## config.mk

```make
export PLATFORM = sky130hd
export DESIGN_NAME = tsi_irq_agg
export DESIGN_NICKNAME = d
export VERILOG_FILES = /design/src/rtl/tsi_pkg.sv /design/src/rtl/tsi_gpio_filter.sv /design/src/rtl/tsi_status_reg.sv /design/src/rtl/tsi_irq_agg.sv
export SDC_FILE = /design/constraint.sdc
export NUM_CORES = 1
export LEC_CHECK = 0
export BUFFER_PORTS_ARGS = -buffer_cell sky130_fd_sc_hd__buf_2
export CORE_MARGIN = 10
export CORE_UTILIZATION = 35
export DETAILED_ROUTE_END_ITERATION = 6
export PLACE_DENSITY = 0.69
export SLEW_MARGIN = 20
export SYNTH_ARGS = -nofsm -noshare
export SYNTH_HDL_FRONTEND = slang
export SYNTH_SLANG_ARGS = --single-unit
```

## constraint.sdc

```tcl
create_clock -name clk -period 1.4 [get_ports clk]
set_clock_uncertainty 0.1 [all_clocks]
set_input_delay 0.35 -clock clk [delete_from_list [all_inputs] [get_ports clk]]
set_output_delay 0.35 -clock clk [all_outputs]
set_load 0.02 [all_outputs]
```

## src/rtl/tsi_pkg.sv

```systemverilog
package tsi_pkg;

  // Clocks a level must persist to exceed min_ns strictly.
  function automatic int unsigned tsi_qual_cycles(input int unsigned min_ns,
                                                  input int unsigned period_ns);
    return (min_ns / period_ns) + 1;
  endfunction

  // Total number of interrupt sources.
  function automatic int unsigned tsi_num_src(input int unsigned nports,
                                              input int unsigned ngpio);
    return 2 * nports + ngpio + 1;
  endfunction

  // Position of the compare event bit: always the top bit.
  function automatic int unsigned tsi_cmp_idx(input int unsigned nports,
                                              input int unsigned ngpio);
    return 2 * nports + ngpio;
  endfunction

endpackage

```

## src/rtl/tsi_gpio_filter.sv

```systemverilog
module tsi_gpio_filter #(
  parameter int unsigned QUAL_CYC = 6
) (
  input  logic clk,
  input  logic rst_n,
  input  logic pin_i,
  input  logic is_out_i,
  input  logic act_high_i,
  output logic clr_o
);
  localparam int unsigned CW = $clog2(QUAL_CYC + 1);
  localparam logic [CW-1:0] LAST = CW'(QUAL_CYC - 1);

  logic          sync1_q, sync2_q;
  logic          armed_q, armed_d;
  logic [CW-1:0] cnt_q, cnt_d;
  logic          clr_q, clr_d;
  logic          active;
  logic          fire;

  // Two-stage synchroniser.
  always_ff @(posedge clk or negedge rst_n) begin
    if (!rst_n) begin
      sync1_q <= 1'b0;
      sync2_q <= 1'b0;
    end else begin
      sync1_q <= pin_i;
      sync2_q <= sync1_q;
    end
  end

  assign active = act_high_i ? sync2_q : ~sync2_q;
  assign fire   = active && armed_q && !is_out_i && (cnt_q == LAST);

  always_comb begin
    armed_d = armed_q;
    cnt_d   = cnt_q;
    clr_d   = fire;
    if (is_out_i) begin
      armed_d = 1'b0;
      cnt_d   = '0;
    end else if (!active) begin
      armed_d = 1'b1;
      cnt_d   = '0;
    end else if (fire) begin
      armed_d = 1'b0;
      cnt_d   = '0;
    end else if (armed_q) begin
      cnt_d   = cnt_q + 1'b1;
    end
  end

  always_ff @(posedge clk or negedge rst_n) begin
    if (!rst_n) begin
      armed_q <= 1'b0;
      cnt_q   <= '0;
      clr_q   <= 1'b0;
    end else begin
      armed_q <= armed_d;
      cnt_q   <= cnt_d;
      clr_q   <= clr_d;
    end
  end

  assign clr_o = clr_q;

  // a qualified edge yields a single clear pulse
  a_r11_single_pulse: assert property (@(posedge clk) disable iff (!rst_n)
    clr_q |=> !clr_q);

  // an output pin produces no clear
  a_r9_output_silent: assert property (@(posedge clk) disable iff (!rst_n)
    is_out_i |=> !clr_q);

endmodule

```

## src/rtl/tsi_status_reg.sv

```systemverilog
module tsi_status_reg #(
  parameter int unsigned W = 7
) (
  input  logic         clk,
  input  logic         rst_n,
  input  logic [W-1:0] set_i,
  input  logic [W-1:0] clr_i,
  output logic [W-1:0] status_o
);
  logic [W-1:0] st_q, st_d;

  // Per-bit sticky cell: a set beats a clear in the same cycle.
  for (genvar i = 0; i < W; i++) begin : g_bit
    always_comb begin
      if (set_i[i])      st_d[i] = 1'b1;
      else if (clr_i[i]) st_d[i] = 1'b0;
      else               st_d[i] = st_q[i];
    end
  end

  always_ff @(posedge clk or negedge rst_n) begin
    if (!rst_n) st_q <= '0;
    else        st_q <= st_d;
  end

  assign status_o = st_q;

  // every pulsed source is set afterwards, even under a clear
  a_r4_set_wins: assert property (@(posedge clk) disable iff (!rst_n)
    (|set_i) |=> ((st_q & $past(set_i)) == $past(set_i)));

  // no bit rises without a source pulse
  a_r2_no_spurious_set: assert property (@(posedge clk) disable iff (!rst_n)
    1'b1 |=> ((st_q & ~$past(st_q) & ~$past(set_i)) == '0));

endmodule

```

## src/rtl/tsi_irq_agg.sv

```systemverilog
module tsi_irq_agg
  import tsi_pkg::*;
#(
  parameter int unsigned NUM_PORTS     = 2,
  parameter int unsigned NUM_GPIO      = 2,
  parameter int unsigned CLK_PERIOD_NS = 8,
  parameter int unsigned MIN_WIDTH_NS  = 40,
  localparam int unsigned NSRC         = tsi_num_src(NUM_PORTS, NUM_GPIO)
) (
  input  logic                clk,
  input  logic                rst_n,
  input  logic [NSRC-1:0]     src_evt_i,
  input  logic                en_wr_i,
  input  logic [NSRC-1:0]     en_wdata_i,
  input  logic                clr_wr_i,
  input  logic [NSRC-1:0]     clr_wdata_i,
  input  logic [NUM_GPIO-1:0] gpio_i,
  input  logic [NUM_GPIO-1:0] gpio_is_out_i,
  input  logic [NUM_GPIO-1:0] gpio_act_high_i,
  output logic [NSRC-1:0]     status_o,
  output logic [NSRC-1:0]     enable_o,
  output logic                summary_o
);
  localparam int unsigned CMP  = tsi_cmp_idx(NUM_PORTS, NUM_GPIO);
  localparam int unsigned QUAL = tsi_qual_cycles(MIN_WIDTH_NS, CLK_PERIOD_NS);

  logic [NUM_GPIO-1:0] pin_clr;
  logic [NSRC-1:0]     hw_clr;
  logic [NSRC-1:0]     clr_vec;
  logic [NSRC-1:0]     en_q, en_d;

  for (genvar g = 0; g < NUM_GPIO; g++) begin : g_pin
    tsi_gpio_filter #(.QUAL_CYC(QUAL)) u_filt (
      .clk        (clk),
      .rst_n      (rst_n),
      .pin_i      (gpio_i[g]),
      .is_out_i   (gpio_is_out_i[g]),
      .act_high_i (gpio_act_high_i[g]),
      .clr_o      (pin_clr[g])
    );
  end

  always_comb begin
    hw_clr      = '0;
    hw_clr[CMP] = |pin_clr;
    clr_vec     = (clr_wr_i ? clr_wdata_i : '0) | hw_clr;
  end

  tsi_status_reg #(.W(NSRC)) u_status (
    .clk      (clk),
    .rst_n    (rst_n),
    .set_i    (src_evt_i),
    .clr_i    (clr_vec),
    .status_o (status_o)
  );

  // Enable vector with explicit load enable.
  always_comb begin
    en_d = en_q;
    if (en_wr_i) en_d = en_wdata_i;
  end

  always_ff @(posedge clk or negedge rst_n) begin
    if (!rst_n) en_q <= '0;
    else        en_q <= en_d;
  end

  assign enable_o  = en_q;
  assign summary_o = |(status_o & en_q);

  // writing enables alone leaves the status vector untouched
  a_r6_mask_only: assert property (@(posedge clk) disable iff (!rst_n)
    (en_wr_i && !clr_wr_i && (src_evt_i == '0) && (hw_clr == '0))
      |=> $stable(status_o));

  // a hardware clear only ever removes the compare bit
  a_r7_hw_clear_target: assert property (@(posedge clk) disable iff (!rst_n)
    ((hw_clr != '0) && !clr_wr_i && (src_evt_i == '0))
      |=> ((status_o | (NSRC'(1) << CMP)) == ($past(status_o) | (NSRC'(1) << CMP))));

endmodule

```

==> results by group, run 1 <==
Synth
  • Mapped cell area: 1150 µm²
  • Synth area leaders: dfrtp_1 61%, mux2_2 8.8%, a21o_1 4.6%, ha_1 4.4%, a21oi_1 2.6%
  • Synth Flop Type: dfrtp_1
  • Synth Area per Inst: between 10 and 15 µm²
  • Most frequent cell after synthesis: dfrtp_1
  • FFs w/ async S/R, synth: 100%
  • Post-synth EDFFs: 0
  • Yosys top cell by area: dfrtp_1
  • Synth cell types: 20
  • Post-Synthesis Cells: 90
  • Register area share after synthesis: roughly three fifths
  • Syn. warnings: 0
  • Top-area cell type share of the netlist area: 61.1%
  • Top cells by count, synth: 28 x dfrtp_1, 9 x mux2_2, 8 x nand2_1
  • Flops & latches, synth: 28
  • Mapped Nets: 125

Flow run
  • Max-Cap Viols: 0

Drt
  • Iter 0 DRT Violations: 37
  • Final wirelength: about 2700 µm
  • Vias/cell: roughly 4.7
  • Drt drc: 0
  • Routed length per instance: about 14 µm
  • Detailed Routing Iterations Pass 1: 4
  • Vias: 914
  • Routed Antenna Nets: 0

Critical path
  • Crit-path max FO: 2
  • CP required: 0.95 ns
  • Critical path launch point type: flip-flop
  • Slowest CP cell: dfrtp_2
  • Worst r2r path cells: 4
  • Kind of cell adding the most delay to the critical path: flip-flops
  • R2r setup slk: approximately 0.04 ns
  • Worst flop-to-flop path endpoint: g_pin[0].u_filt.cnt_q[0]
  • Worst Setup Path Type: flip-flop to output pin
  • Crit end category: output pin
  • CP bufs+invs: 1
  • Critical-path cell list: a222oi_1, nand3_1, buf_2
  • Arr. time, crit path: between 1 and 1.5 ns
  • CP max stage delay: roughly 0.43 ns
  • R2R Path Start: g_pin[0].u_filt.cnt_q[0]

Global routing
  • Vias in the first global route: about 980
  • GRT Resource Usage Total: a little under a tenth
  • Grt total ovfl: 0
  • Global-route wire length before repair: around 4500 µm
  • Largest net degree at the start of global routing: 29
  • Initial antenna violation count: 0

Power and ir drop
  • Cell Pwr Density: 948 nW/µm²
  • Final Total Pwr: between 1.5 and 2 mW
  • Worst VDD drop: 0.000390 V
  • Leak: 0.778 nW

Cells and area
  • Final instance area: between 1500 and 2000 µm²
  • Filler Cell Count: about 290
  • Fraction of layout cells with a size suffix above 1: 47.3%
  • Final non-filler cell total: 194
  • Number of nets in the layout: ~190
  • Multi-input gate area: between 400 and 500 µm²
  • Reg area: approximately 700 µm²
  • Inserted Diodes: 0
  • Area Overhead vs Synth: 42.7%

Place
  • DP Cell Count: about 180
  • Detail Placement HPWL: 2150 µm
  • Placement Setup Slack: -0.118 ns
  • I/O Buffers: 45
  • GP Congestion: 0.730
  • Placed Area: between 1000 and 1500 µm²

Timing
  • Slew @ Worst Pin: roughly 0.61 ns
  • Crit path time final: around 1.9 ns
  • Final period utilization: 134%
  • Slew Limit Fails: 0
  • PnR worst setup slack: -0.472 ns
  • Relative slew slack: 59.1%
  • Max Freq: approximately 0.53 GHz
  • Setup TNS: -0.706 ns
  • Final Setup Violations: 6
  • Final hold vios: 0
  • RSZ-0062 raised after global routing: yes

Floorplanning
  • Core ar.: between 3000 and 4000 µm²
  • Die span in x: approximately 77 µm
  • Total Die Area: ~6000 µm²
  • Initial Util: 37.0%
  • Chip Height: ~77 µm
  • # rows: 20
  • I/O pin cnt: 46

Clocking
  • CTS tree: built
  • # H-tree levels: 1
  • Clk sinks: 28
  • CTS Buffer Depth: 2
  • Skew-Pair Late Insertion Delay: between 0.3 and 0.4 ns
  • CTS buffer count: 3
  • CTS Root Cell: clkbuf_4
  • Reg clk slew, reported paths: 0.14 ns

Outcome
  • Failing checks: setup timing
  • Status: complete, but fails checks

Worst hold path
  • Worst hold start: gpio_is_out_i[1]
  • Hold depth: 2
  • Hold Crit Class: input port to flip-flop
  • Worst hold endpoint: g_pin[1].u_filt.armed_q
[worst reg2reg max path, stage by stage (launching register included)]
cell     delay (ns)
dfrtp_1        0.43
ha_1           0.25
a21bo_1        0.19
mux2_2         0.27
nor2_2         0.07
[placed cells by master (no fill, tap or decap), types with 3 or more instances in the layout]
| master | instances |
|---|---|
| a21o_1 | 7 |
| a21oi_1 | 6 |
| buf_2 | 33 |
| buf_4 | 6 |
| buf_6 | 15 |
| clkbuf_4 | 3 |
| dfrtp_1 | 26 |
| dlygate4sd3_1 | 3 |
| ha_1 | 3 |
| mux2_2 | 9 |
| nand2_1 | 8 |
| nand3_1 | 3 |
| nor2_1 | 4 |
[cells by family after synthesis]
group / share of synthesized area (%)
XOR/XNOR: 1.53
multiplexers: 10.6
buffers and inverters: 1.09
adder cells (fa/ha/maj): 4.36
AND/OR/NAND/NOR: 8.72
flip-flops: 61.1
AO/OA/AOI/OAI: 12.7
[routing by layer]
metal / up-vias / part of all wire [%] / GRT usage, %
met3: 3 / 9.9 / 3.85
met5: - / 0 / 0
met1: 429 / 44 / 11.2
met2: 46 / 45 / 14.0
li1: 436 / - / -
met4: 0 / 1.1 / 2.74
[report_power, final]
| part | internal, mW | switching [mW] | total, mW |
|---|---|---|---|
| Combinational | 0.177 | 0.143 | 0.320 |
| Sequential | 0.858 | 0.0431 | 0.901 |
| Clock | 0.112 | 0.220 | 0.332 |
[metrics by stage]
| step | util [%] | hold slack (ns) |
|---|---|---|
| after global placement | 47.1 | 0.235 |
| after CTS | 49.9 | 0.0108 |
| after global routing | 52.8 | 0.0419 |
| final | 52.8 | 0.0549 |
| after floorplan | - | -0.0456 |
| after detailed placement | 47.1 | 0.244 |
[registers in the layout, summed over array words and instances (netlist names)]
signal and flops:
g_pin.u_filt.armed_q 2, g_pin.u_filt.cnt_q 6, g_pin.u_filt.clr_o 2, enable_o 7, g_pin.u_filt.sync2_q 2, g_pin.u_filt.sync1_q 2, u_status.status_o 7
[worst max-delay path by stage]
stage / depth (start not counted) / from / slack (ns) / endpoint
CTS: 3 / u_status.status_o[4] / -0.49 / summary_o
floorplan: 2 / enable_o[4] / -0.05 / summary_o
global placement: 3 / enable_o[4] / -0.07 / summary_o
global route: 3 / u_status.status_o[4] / -0.58 / summary_o
finish: 3 / u_status.status_o[4] / -0.47 / summary_o
detailed placement: 3 / enable_o[4] / -0.12 / summary_o
[what timing repair did]
| action | in CTS | in global routing |
|---|---|---|
| setup endpoints to repair | 6 | 17 |
| hold buffers | 1 | 2 |
| gates resized for setup | 13 | 16 |
| endpoints found under the hold margin | 28 | 2 |
| setup buffers | 1 | 4 |
| pin swaps | 1 | 0 |
[final cells by class]
class | count | area share, %
Clock buffer | 4 | 1.60
Inverter | 2 | 0.458
Multi-Input combinational cell | 59 | 26.7
Sequential cell | 28 | 42.9
Tap cell | 44 | 3.36
Timing Repair Buffer | 57 | 25.0
Note: power is estimated with default switching activity, not from simulation.
==> run 2: changes to the inputs <==
--- a/config.mk
+++ b/config.mk
@@ -9,7 +9,7 @@
 export CORE_MARGIN = 10
 export CORE_UTILIZATION = 35
 export DETAILED_ROUTE_END_ITERATION = 6
-export PLACE_DENSITY = 0.69
+export PLACE_DENSITY = 0.67
 export SLEW_MARGIN = 20
 export SYNTH_ARGS = -nofsm -noshare
 export SYNTH_HDL_FRONTEND = slang
==> constraint.sdc (replaced) <==
create_clock -name clk -period 2.3 [get_ports clk]
set_clock_uncertainty 0.1 [all_clocks]
set_input_delay 0.575 -clock clk [delete_from_list [all_inputs] [get_ports clk]]
set_output_delay 0.575 -clock clk [all_outputs]
set_load 0.02 [all_outputs]
==> run 2 against run 1 <==
Net effect: the run now ends clean; count of clock-buffer cells in the layout fell by 1; critical path depth did not move; first-iteration DRC count rose by 11%; cell count fell by 6.2%; power fell by 35%; sequential power fell by 39%; worst hold slack improved by 0.069 ns; design area fell by 9.9%; die area did not move; global-route usage fell by 0.68 points; critical path type unchanged; largest power group unchanged.
==> results by group, run 2 (synthesis gave the netlist of run 1 again) <==
Global routing
  • Initial antenna violation count: 0 (unchanged)
  • Global-route wire length before repair: 4200 µm (was 4530 µm)
  • GRT Resource Usage Total: 8.42% (was 9.09%)
  • Largest net degree at the start of global routing: 29 (unchanged)
  • Vias in the first global route: 953 (was 983)
  • Grt total ovfl: 0 (unchanged)

Cells and area
  • Commonest non-fill, non-tap cell in the layout: buf_2 (unchanged)
  • Area Overhead vs Synth: 28.6% (was 42.7%)
  • Most frequent cells in the layout: 45 x buf_2, 28 x dfrtp_1, 9 x mux2_2 (was 33 x buf_2, 26 x dfrtp_1, 15 x buf_6)
  • Filler Cell Count: 300 (was 291)
  • Final core utilization: 47.5% (was 52.8%)
  • Number of nets in the layout: 174 (was 186)
  • Inserted Diodes: 0 (unchanged)
  • Fraction of layout cells with a size suffix above 1: 43.5% (was 47.3%)

Floorplanning
  • Initial Util: 37.0% (unchanged)
  • Core ar.: 3100 µm² (unchanged)
  • # rows: 20 (unchanged)
  • Total Die Area: 5970 µm² (unchanged)
  • Die span in x: 77.3 µm (unchanged)
  • Chip Height: 77.3 µm (unchanged)
  • I/O pin cnt: 46 (unchanged)

Timing
  • Final Setup Violations: 0 (was 6)
  • RSZ-0062 raised after global routing: no (was yes)
  • Crit path time final: between 2 and 2.5 ns
  • Relative slew slack: 59.7% (was 59.1%)
  • Final period utilization: around nine tenths
  • Slew Limit Fails: 0 (unchanged)
  • PnR worst setup slack: 0.222 ns (was -0.472 ns)
  • Final hold vios: 0 (unchanged)
  • Slew @ Worst Pin: 0.604 ns (was 0.614 ns)
  • Max Freq: roughly 0.48 GHz
  • Setup TNS: 0 ns (was -0.706 ns)

Clocking
  • # H-tree levels: 1 (unchanged)
  • Skew-Pair Late Insertion Delay: 0.33 ns (was 0.32 ns)
  • CTS buffer count: 3 (unchanged)
  • CTS Root Cell: clkbuf_4 (unchanged)
  • Post-CTS resize count: 0 (was 13)
  • CTS tree: built (unchanged)
  • # hold bufs at CTS: 0 (was 1)
  • Post-CTS setup buffer count: 0 (was 1)
  • Clk sinks: 28 (unchanged)
  • Reg clk slew, reported paths: 0.15 ns (was 0.14 ns)
  • CTS Buffer Depth: 2 (unchanged)

Critical path
  • CP startpoint: u_status.status_o[4] (unchanged)
  • Crit-path max FO: 3 (was 2)
  • CP required: 1.62 ns (was 0.95 ns)
  • Worst Setup Path Type: flip-flop to output pin (unchanged)
  • Crit end category: output pin (unchanged)
  • Worst r2r path cells: 4 (unchanged)
  • Arr. time, crit path: 1.40 ns (was 1.42 ns)
  • Critical path launch point type: flip-flop (unchanged)
  • CP Capture Point: summary_o (unchanged)
  • Worst flop-to-flop path endpoint: g_pin[1].u_filt.cnt_q[0] (was g_pin[0].u_filt.cnt_q[0])
  • R2R Path Start: g_pin[1].u_filt.cnt_q[0] (was g_pin[0].u_filt.cnt_q[0])
  • R2r setup slk: 0.91 ns (was 0.04 ns)

Place
  • GP Congestion: 0.733 (was 0.730)
  • Detail Placement HPWL: 2100 µm (was 2150 µm)
  • Placement Setup Slack: 0.570 ns (was -0.118 ns)
  • I/O Buffers: 45 (unchanged)

Drt
  • Drt drc: 0 (unchanged)
  • Vias/cell: 4.81 (was 4.71)
  • Routed Antenna Nets: 0 (unchanged)
  • Vias: 876 (was 914)
  • Iter 0 DRT Violations: 41 (was 37)
  • Detailed Routing Iterations Pass 1: 4 (unchanged)
  • Final wirelength: 2540 µm (was 2750 µm)
  • Routed length per instance: 14.0 µm (was 14.2 µm)

Power and ir drop
  • Combinational share of power: 14.7% (was 20.6%)
  • Internal: 0.768 mW (was 1.15 mW)
  • Final Total Pwr: 1.01 mW (was 1.55 mW)
  • Sequential share of power: 53.9% (was 58.0%)
  • Leak: 0.703 nW (was 0.778 nW)
  • Switching share of power: 24.3% (was 26.2%)
  • Cell Pwr Density: 687 nW/µm² (was 948 nW/µm²)
  • Worst VDD drop: 0.000284 V (was 0.000390 V)
  • P_sw: 0.246 mW (was 0.406 mW)
  • Clock share of power: 31.4% (was 21.4%)

Flow run
  • Max-Cap Viols: 0 (unchanged)

Worst hold path
  • Hold Crit Class: input port to async pin (was input port to flip-flop)

Outcome
  • Status: finished, final reports clean (was complete, but fails checks)
-- run 2: worst max-delay path, cell delays in order (launching register included) --
cell,delay (ns)
dfrtp_1,0.42
a222oi_1,0.37
nand3_1,0.11
buf_2,0.18
-- run 2: routing by layer --
metal  part of all wire, %  vias to the layer above  track usage, %
met5                     0                        -               0
met4                  0.28                        0            2.19
met3                    12                        2            3.96
met2                    43                       41            14.0
met1                    45                      424            9.45
li1                      -                      409               -
-- run 2: per-stage QoR --
stage	instance area, µm²	cells	hold slack (ns)
after floorplan	1150	90	0.179
after global routing	1480	182	0.152
after detailed placement	1420	178	0.241
after CTS	1480	182	0.145
final	1480	182	0.124
after global placement	1420	178	0.239
-- run 2: layout make-up --
type	count	area [µm²]	area share, %
Clock buffer	3	22.5	1.53
Clock inverter	1	30.0	2.04
Inverter	2	7.51	0.509
Multi-Input combinational cell	59	434	29.4
Sequential cell	28	701	47.5
Tap cell	44	55.1	3.73
Timing Repair Buffer	45	225	15.3
-- run 2: how the worst min path moves through the flow --
stage                             from                      end  slack [ns]
6_report                         rst_n              enable_o[0]        0.12
5_1_grt                          rst_n              enable_o[0]        0.15
4_1_cts                          rst_n              enable_o[0]        0.14
3_5_place_dp   g_pin[0].u_filt.sync1_q  g_pin[0].u_filt.sync2_q        0.24
3_3_place_gp   g_pin[0].u_filt.sync1_q  g_pin[0].u_filt.sync2_q        0.24
2_1_floorplan                    rst_n              enable_o[0]        0.18
-- run 2: power groups by stage --
stage                     registers (mW)  logic, mW  clock network [mW]
after CTS                          0.547      0.153               0.331
after floorplan                    0.578     0.0572                   0
after detailed placement           0.556      0.153                   0
after global routing               0.551      0.165               0.358
final                              0.546      0.149               0.318
after global placement             0.553      0.150                   0
==> run 3: changes to the inputs <==
--- a/config.mk
+++ b/config.mk
@@ -9,6 +9,7 @@
 export CORE_MARGIN = 10
 export CORE_UTILIZATION = 35
 export DETAILED_ROUTE_END_ITERATION = 6
+export GPL_TIMING_DRIVEN = 0
 export PLACE_DENSITY = 0.67
 export SLEW_MARGIN = 20
 export SYNTH_ARGS = -nofsm -noshare
==> constraint.sdc (replaced) <==
create_clock -name clk -period 2.6 [get_ports clk]
set_clock_uncertainty 0.1 [all_clocks]
set_input_delay 0.65 -clock clk [delete_from_list [all_inputs] [get_ports clk]]
set_output_delay 0.65 -clock clk [all_outputs]
set_load 0.02 [all_outputs]
==> run 3 against run 2 <==
Net effect: design area shrank 1.1%; sequential power shrank 12%; clock power shrank 34%; critical endpoint unchanged; largest power group unchanged; highest routed layer unchanged.
==> results by group, run 3 (synthesis gave the netlist of run 1 again) <==
Worst hold path
  • Hold Crit Class: input port to async pin (unchanged)

Global routing
  • Vias in the first global route: 928 (was 953)
  • GRT Resource Usage Total: 8.68% (was 8.42%)
  • Largest net degree at the start of global routing: 29 (unchanged)
  • Initial antenna violation count: 0 (unchanged)
  • Grt total ovfl: 0 (unchanged)
  • Global-route wire length before repair: 4300 µm (was 4200 µm)

Drt
  • Vias/cell: 4.66 (was 4.81)
  • Routed length per instance: 13.9 µm (was 14.0 µm)
  • Vias: 848 (was 876)
  • Drt drc: 0 (unchanged)
  • Iter 0 DRT Violations: 40 (was 41)
  • Detailed Routing Iterations Pass 1: 4 (unchanged)
  • Final wirelength: 2520 µm (was 2540 µm)
  • Routed Antenna Nets: 0 (unchanged)

Cells and area
  • Inserted Diodes: 0 (unchanged)
  • Commonest non-fill, non-tap cell in the layout: buf_2 (unchanged)
  • Number of nets in the layout: 174 (unchanged)
  • Filler Cell Count: 295 (was 300)
  • Fraction of layout cells with a size suffix above 1: 43.5% (unchanged)
  • Most frequent cells in the layout: 45 x buf_2, 28 x dfrtp_1, 9 x mux2_2 (unchanged)
  • Area Overhead vs Synth: 27.2% (was 28.6%)

Place
  • Detail Placement HPWL: 2060 µm (was 2100 µm)
  • Placement Setup Slack: 0.721 ns (was 0.570 ns)
  • I/O Buffers: 44 (was 45)
  • GP Congestion: 0.706 (was 0.733)

Floorplanning
  • Total Die Area: 5970 µm² (unchanged)
  • Core ar.: 3100 µm² (unchanged)
  • Initial Util: 37.0% (unchanged)
  • I/O pin cnt: 46 (unchanged)
  • # rows: 20 (unchanged)
  • Chip Height: 77.3 µm (unchanged)
  • Die span in x: 77.3 µm (unchanged)

Clocking
  • Post-CTS setup buffer count: 0 (unchanged)
  • # H-tree levels: 1 (unchanged)
  • CTS Buffer Depth: 2 (unchanged)
  • CTS Root Cell: clkbuf_4 (unchanged)
  • Clk sinks: 28 (unchanged)
  • # hold bufs at CTS: 0 (unchanged)
  • Post-CTS resize count: 0 (unchanged)
  • CTS buffer count: 3 (unchanged)
  • CTS tree: built (unchanged)
  • Reg clk slew, reported paths: 0.14 ns (was 0.15 ns)
  • Skew-Pair Late Insertion Delay: 0.32 ns (was 0.33 ns)

Timing
  • Relative slew slack: 60.1% (was 59.7%)
  • PnR worst setup slack: 0.323 ns (was 0.222 ns)
  • Max Freq: 0.439 GHz
  • Setup TNS: 0 ns (unchanged)
  • RSZ-0062 raised after global routing: no (unchanged)
  • Final Setup Violations: 0 (unchanged)
  • Slew Limit Fails: 0 (unchanged)
  • Crit path time final: ~2.3 ns
  • Slew @ Worst Pin: 0.598 ns (was 0.604 ns)
  • Final hold vios: 0 (unchanged)
  • Final period utilization: between 80 and 90%

Power and ir drop
  • Leak: 0.696 nW (was 0.703 nW)
  • Cell Pwr Density: 565 nW/µm² (was 687 nW/µm²)
  • Worst VDD drop: 0.000253 V (was 0.000284 V)

Critical path
  • CP required: 1.85 ns (was 1.62 ns)
  • Crit end category: output pin (unchanged)
  • Critical path launch point type: flip-flop (unchanged)
  • Arr. time, crit path: 1.53 ns (was 1.40 ns)
  • Worst Setup Path Type: flip-flop to output pin (unchanged)
  • Crit-path max FO: 3 (unchanged)

Flow run
  • Max-Cap Viols: 0 (unchanged)

Outcome
  • Status: finished, final reports clean (unchanged)
run 3: cell count changes in the layout (fill, tap and decap cells not counted), sizes merged:
| cell | delta |
|---|---|
| clkbuf | +1 |
| bufinv | -1 |
run 3: worst paths after layout:
| path | start | to | slack [ns] | depth (start not counted) |
|---|---|---|---|---|
| worst max-delay path | u_status.status_o[4] | summary_o | 0.32 | 3 |
| worst min-delay path | rst_n | enable_o[0] | 0.21 | 1 |
| worst max register to register | g_pin[1].u_filt.cnt_q[0] | g_pin[1].u_filt.cnt_q[0] | 1.21 | 4 |
| worst min register to register | g_pin[0].u_filt.sync1_q | g_pin[0].u_filt.sync2_q | 0.27 | 0 |
| max in group asynchronous | rst_n | g_pin[0].u_filt.sync2_q | 1.81 | 1 |
| min in group clk | g_pin[0].u_filt.sync1_q | g_pin[0].u_filt.sync2_q | 0.27 | 0 |
run 3: power breakdown:
group	switching [mW]	internal, mW
clock network	0.123	0.0858
registers	0.0215	0.462
logic	0.0711	0.0614
total	0.216	0.609
run 3: worst max-delay path, stage by stage (launching register included):
cell,delay (ns)
dfrtp_1,0.43
a222oi_1,0.45
nand3_1,0.13
buf_2,0.19
run 3: final cells by class:
type	count	area (µm²)	share of cell area, %
plain buffers	1	5.00	0.343
clock buffers	4	36.3	2.49
inverters	2	7.51	0.515
multi-input cells	59	434	29.8
flip-flops and latches	28	701	48.0
well taps	44	55.1	3.77
repair buffers	44	220	15.1
run 3: layer usage:
layer / up-vias / wire [µm] / track usage, %
met3: 2 / 377 / 4.55
met2: 47 / 1050 / 13.3
met1: 384 / 1080 / 10.2
li1: 415 / - / -
met5: - / 0 / 0
met4: 0 / 12 / 2.74
run 3: per-stage QoR:
stage,cells,utilization [%],hold WS [ns],instance area [µm²],power [mW]
6_report,182,47.0,0.206,1460,0.825
5_1_grt,182,47.0,0.229,1460,0.879
4_1_cts,182,47.0,0.219,1460,0.839
3_5_place_dp,178,45.8,0.241,1420,0.627
3_3_place_gp,178,45.8,0.238,1420,0.620
2_1_floorplan,90,-,0.231,1150,0.562
